File: src/rtl/busLockPkg.sv
package busLockPkg;
  typedef struct packed {
    logic wrAccept;     // software write is applied this cycle
    logic excSave;      // exception entry: move lock bits to shadow
    logic busSample;    // bus access: update pins
    logic forceRelease; // this access must run with both pins low
  } lockStrobes_t;
endpackage

File: src/rtl/busLockCtrl.sv
module busLockCtrl
  import busLockPkg::*;
(
  input  logic         clk,
  input  logic         rstN,
  input  logic         regWrEn,
  input  logic         busStrobe,
  input  logic         excStrobe,
  input  logic         lockBit,
  input  logic         lockEndBit,
  output lockStrobes_t strobes
);
  // Set after an access made with both lock bits set.
  logic releasePending;

  always_comb begin
    strobes.excSave      = excStrobe;
    strobes.wrAccept     = regWrEn & ~excStrobe;
    strobes.busSample    = busStrobe;
    strobes.forceRelease = busStrobe & (releasePending | excStrobe);
  end

  always_ff @(posedge clk) begin
    if (!rstN) begin
      releasePending <= 1'b0;
    end else if (busStrobe) begin
      if (strobes.forceRelease) releasePending <= 1'b0;
      else                      releasePending <= lockBit & lockEndBit;
    end
  end
endmodule

File: src/rtl/busLockRegs.sv
module busLockRegs
  import busLockPkg::*;
#(
  parameter int REG_W = 32
) (
  input  logic             clk,
  input  logic             rstN,
  input  lockStrobes_t     strobes,
  input  logic [REG_W-1:0] wrData,
  output logic [REG_W-1:0] rdData,
  output logic             lockBit,
  output logic             lockEndBit,
  output logic             lockPinQ,
  output logic             lockEndPinQ
);
  localparam int L_POS   = REG_W - 1;
  localparam int SL_POS  = REG_W - 2;
  localparam int LE_POS  = REG_W - 3;
  localparam int SLE_POS = REG_W - 4;

  logic shadowLock, shadowLockEnd;

  always_ff @(posedge clk) begin
    if (!rstN) begin
      lockBit       <= 1'b0;
      shadowLock    <= 1'b0;
      lockEndBit    <= 1'b0;
      shadowLockEnd <= 1'b0;
    end else if (strobes.excSave) begin
      if (lockBit)    shadowLock    <= 1'b1;
      if (lockEndBit) shadowLockEnd <= 1'b1;
      lockBit    <= 1'b0;
      lockEndBit <= 1'b0;
    end else if (strobes.wrAccept) begin
      lockBit       <= wrData[L_POS];
      shadowLock    <= wrData[SL_POS];
      lockEndBit    <= wrData[LE_POS];
      shadowLockEnd <= wrData[SLE_POS];
    end
  end

  always_ff @(posedge clk) begin
    if (!rstN) begin
      lockPinQ    <= 1'b0;
      lockEndPinQ <= 1'b0;
    end else if (strobes.busSample) begin
      lockPinQ    <= lockBit & ~strobes.forceRelease;
      lockEndPinQ <= lockEndBit & ~strobes.forceRelease;
    end
  end

  always_comb begin
    rdData          = '0;
    rdData[L_POS]   = lockBit;
    rdData[SL_POS]  = shadowLock;
    rdData[LE_POS]  = lockEndBit;
    rdData[SLE_POS] = shadowLockEnd;
  end
endmodule

File: src/rtl/busLockTop.sv
module busLockTop
  import busLockPkg::*;
#(
  parameter int REG_W = 32
) (
  input  logic             clk,
  input  logic             rstN,
  input  logic             regWrEn,
  input  logic [REG_W-1:0] regWrData,
  output logic [REG_W-1:0] regRdData,
  input  logic             busStrobe,
  input  logic             excStrobe,
  output logic             lockPin,
  output logic             lockEndPin,
  output logic             bypassCache
);
  lockStrobes_t strobes;
  logic lockBit, lockEndBit;

  busLockCtrl i_ctrl (
    .clk        (clk),
    .rstN       (rstN),
    .regWrEn    (regWrEn),
    .busStrobe  (busStrobe),
    .excStrobe  (excStrobe),
    .lockBit    (lockBit),
    .lockEndBit (lockEndBit),
    .strobes    (strobes)
  );

  busLockRegs #(.REG_W(REG_W)) i_regs (
    .clk         (clk),
    .rstN        (rstN),
    .strobes     (strobes),
    .wrData      (regWrData),
    .rdData      (regRdData),
    .lockBit     (lockBit),
    .lockEndBit  (lockEndBit),
    .lockPinQ    (lockPin),
    .lockEndPinQ (lockEndPin)
  );

  // Locked operand accesses skip the data cache.
  assign bypassCache = lockPin;
endmodule

File: config.mk
export PLATFORM = sky130hd
export DESIGN_NAME = busLockTop
export DESIGN_NICKNAME = d
export VERILOG_FILES = /design/src/rtl/busLockPkg.sv /design/src/rtl/busLockCtrl.sv /design/src/rtl/busLockRegs.sv /design/src/rtl/busLockTop.sv
export SDC_FILE = /design/constraint.sdc
export NUM_CORES = 1
export LEC_CHECK = 0
export ABC_AREA = 0
export BUFFER_PORTS_ARGS = -buffer_cell sky130_fd_sc_hd__buf_2
export CORE_MARGIN = 3
export CORE_UTILIZATION = 29
export CTS_BUF_LIST = sky130_fd_sc_hd__clkbuf_4 sky130_fd_sc_hd__clkbuf_8
export DETAILED_ROUTE_END_ITERATION = 8
export PLACE_DENSITY = 0.88
export SYNTH_ARGS = -nofsm -noshare
export SYNTH_HDL_FRONTEND = slang
export SYNTH_SLANG_ARGS = --single-unit
export TNS_END_PERCENT = 50
File: constraint.sdc
create_clock -name clk -period 0.94 [get_ports clk]
set_input_delay 0.188 -clock clk [delete_from_list [all_inputs] [get_ports clk]]
set_output_delay 0.188 -clock clk [all_outputs]
set_load 0.005 [all_outputs]
# Word-level counts from Yosys, hierarchy flattened

Index checks and enable logic that the tools add are counted.
W data, S select, Z words.

Logic and storage cells: 29
Output and inout port bits: 35
Input port bits: 37
Bits in registers: 7

Bitwise gates (word level): 9
Reductions and logical operators: 4
Mux-type cells: 7
Equal/unequal tests: 2

Operator list:

| kind                 | number |
|---|---|
| $mux W1              | 7 |
| $and A1 B1 Y1        | 5 |
| $ne A2 B1 Y1 const B | 2 |
| $reduce_and A2 Y1    | 2 |
| $not A1 Y1           | 3 |
| $reduce_bool A2 Y1   | 1 |
| $reduce_or A2 Y1     | 1 |
| $or A1 B1 Y1         | 1 |

# Depth between registers and ports, before layout

Depth after elaboration: 4
Mapped depth: 2
Depth with buffers taken out: 2

# Modules after synthesis

From an unflattened synthesis, not the netlist that was laid out.

Cells, all modules: 65
Area total of the unflattened synthesis: 581.8 um2

Modules (own cells, without submodules):

| module      | sequential area each (um2) | instances | cells an instance | area each (um2) |
|---|---|---|---|---|
| busLockRegs | 120.1                      | 1         | 55                | 495.5 |
| busLockCtrl | 20.0                       | 1         | 9                 | 78.8 |
| busLockTop  | 0.0                        | 1         | 1                 | 7.5 |

# Least setup slack after synthesis

No wires, ideal clock.

Kind: reg2reg
Start point: register i_regs.lockEndBit
End point: register i_regs.shadowLockEnd
Cell stages (with the launch flop): 3
Data arrival time: 802 ps
Setup slack: 19 ps
Period minus slack after synthesis: 921 ps
Library setup time: 119 ps
Path buffers: 0
Required time: 821 ps
Cells stage by stage: dfxtp_1 -> mux2_1 -> o221a_1

Word-level cells in the longest chain between the ends: 2

RTL lines:

| element                            | RTL line          | text |
|---|---|---|
| start, declared                    | busLockRegs.sv:12 | `output logic lockEndBit,` |
| start signal, assigned             | busLockRegs.sv:37 | `lockEndBit <= wrData[LE_POS];` |
| $ne A2 B1 Y1 (no source line)      | n/a               |  |
| $reduce_and A2 Y1 (no source line) | n/a               |  |
| end signal, assigned               | busLockRegs.sv:38 | `shadowLockEnd <= wrData[SLE_POS];` |
| end, declared                      | busLockRegs.sv:21 | `logic shadowLock, shadowLockEnd;` |

No other way between the ends.
A chain may end at the register's enable or synchronous reset.

# Worst setup path after layout

Start point: register i_regs.lockEndBit
End point: output port regRdData[29]

RTL lines:

| element       | RTL line         | text |
|---|---|---|
| end, declared | busLockTop.sv:10 | `output logic [REG_W-1:0] regRdData,` |

No word-level cell between the ends.

==> impl_metrics.toml <==
[global_route]
grt-ovfl-total = 0
grt_antenna_before_repair = 0
track_usage = 0.0792
grt_pass1_wl_um = 1370
grt_pass1_vias = 334
grt_max_degree = 8

[final_layout]
final_cell_mix = "28 x conb_1, 13 x buf_2, 6 x buf_4"
design_area_um2 = 628
antenna_cells = 0
final_cells = 106
fin_nets = 119
area_growth_pct = 13.3
final_common_cell = "conb_1"
drive_gt1_frac = 0.407

[die]
coreArea_mm2 = 0.00176
rows = 15
dieArea_mm2 = 0.00247
ioPinCount = 72
chipHeight_um = 49.7
die_w_um = 49.7
initial_core_util = 0.314

[placement]
dpl-instance-area_um2 = 559
portBuffers = 15
post-place-ws_ns = -0.0466
gp_congestion = 0.667
placed_cells_incl_taps = 100
dp_hpwl_um = 781

[clock_tree]
htree_levels = 1
cts_sinks = 7
clk_pin_slew_ns = 0.05
clk_latency_ns = 0.26
cts_buffers = 3
cts_root_buffer = "clkbuf_4"
clockBufferDepth = 2
cts_tree = "done"

[routing]
first_pass_iters = 4
drtIter0Drc = 10
viasPerCell = 3.70
post_drt_wl_per_cell_um = 8.96
via_count = 392
postRouteAntennaNets = 0
drc = 0
wl_um = 950

[synthesis]
syn_inst = 60
synthTopCellsByArea = "buf_4 45%, dfxtp_1 25%, and4bb_2 4.5%"
synth_cell_types = 15
ys_seq_area_frac = 0.253
ys_warn_count = 0
synth_top_area_share = 0.447
syn_area_um2 = 554
syn_area_per_cell_um2 = 9.24
synth-seq-cells = 7
yosys.area.top_type = "buf_4"

[critical_path]
cp-end-kind = "primary output"
cp_num_buf_inv = 2
critPathTopFamily = "flip-flops"
startpoint_type = "flop"
regToRegStartpoint = "i_regs.lockEndBit$_SDFFE_PP0P_"
cp.required_ns = 0.75
cpMaxStageDelayCell = "dfxtp_2"
slowest_delay_ns = 0.33
crit_path_start = "i_regs.lockEndBit$_SDFFE_PP0P_"
worstPathMaxFanout = 3
cp_common_cell = "buf_6"
path_cells = "buf_6, buf_6"
arrival_ns = 0.80
reg2reg_setup_slack_ns = 0.01
worstSetupPathType = "reg -> out"

[sta]
skew_ns = 0.00315
finalCritPeriodShare = 1.05
worst_slack_ns = -0.0458
finalCriticalPeriod_ns = 0.986
rsz0062_at_grt = "yes"
max_freq_mhz = 1010
setup_viol = 2
finalHoldViolCount = 0
final-max-slew-violation-count = 0

[outcome]
status = "finished, violations left"
violations = "setup timing"

[power_and_ir_drop]
power_density_mw_per_mm2 = 1180
power_leakage_uw = 0.000339
vdd_ir_drop_max_mv = 0.347

[hold_path]
hold_start = "regWrData[29]"
hp-class = "in -> reg"

[flow_run]
max-cap-violations = 0
[state kept, by name (all words and copies together), names as in the netlist]
| register | count |
|---|---|
| i_regs.lockBit | 1 |
| i_regs.lockPinQ | 1 |
| i_ctrl.releasePending | 1 |
| i_regs.shadowLockEnd | 1 |
| i_regs.lockEndPinQ | 1 |
| i_regs.lockEndBit | 1 |
| i_regs.shadowLock | 1 |
[report_power, final]
| group | leakage [uW] | switching, uW | internal (uW) |
|---|---|---|---|
| logic | 0.000262 | 63.3 | 59.9 |
| registers | 0.0000583 | 5.93 | 309 |
| clock network | 0.0000184 | 114 | 191 |
[Yosys cell counts (all sizes together)]
cell    number
conb         1
nor2b        2
nor2         2
nand2b       2
mux2         2
nand4        1
and4bb       2
o221a        2
o31ai        1
dfxtp        7
buf         33
nand3b       1
mux2i        2
o21a         2
[metal layers]
layer,vias up,track usage,wire [um]
li1,182,-,-
met1,183,0.0658,291
met2,23,0.137,526
met3,4,0.0393,104
met4,0,0.0691,27
met5,-,0,0
[final cells by class]
type,count,area (um2)
fillers,201,1140
multi-input cells,47,268
repair buffers,23,155
flip-flops and latches,7,144
well taps,25,31.3
clock buffers,4,30.0
[worst reg2reg max path, delay by kind of cell, from the launching register on]
family	cells	cell delay [ns]
mux	1	0.29
compound gates	1	0.20
flops	1	0.33
[per-stage QoR]
step,power (uW),hold WS (ns),setup TNS (ns),util
2_1_floorplan,469,0.288,0,-
3_3_place_gp,426,0.426,-0.0698,0.317
3_5_place_dp,430,0.432,-0.108,0.317
4_1_cts,755,0.159,-0.106,0.355
5_1_grt,808,0.176,-0.210,0.356
6_report,743,0.168,-0.0874,0.356
[path summary, 6_finish.rpt]
kind,endpoint,depth (start not counted)
worst max-delay path,regRdData[29],2
worst min register to register,i_ctrl.releasePending$_SDFFE_PN0P_,1
worst max register to register,i_regs.shadowLockEnd$_SDFFE_PN0P_,2
worst min-delay path,i_regs.lockEndBit$_SDFFE_PP0P_,3
[timing repair]
item	in CTS	in global routing
endpoints found under the setup margin	2	6
hold buffers	0	0
resized for setup	6	1
pin swaps	2	0
hold endpoints to repair	0	0
setup buffers	2	0
[kinds of logic after synthesis]
family,Yosys count,share of synthesized area
AOI/OAI and AO/OA,5,0.0813
muxes,4,0.0835
and+or+nand+nor,10,0.129
DFF,7,0.253
buffers and inverters,33,0.447
other,1,0.00677
Power figures use the tool's default switching activity.
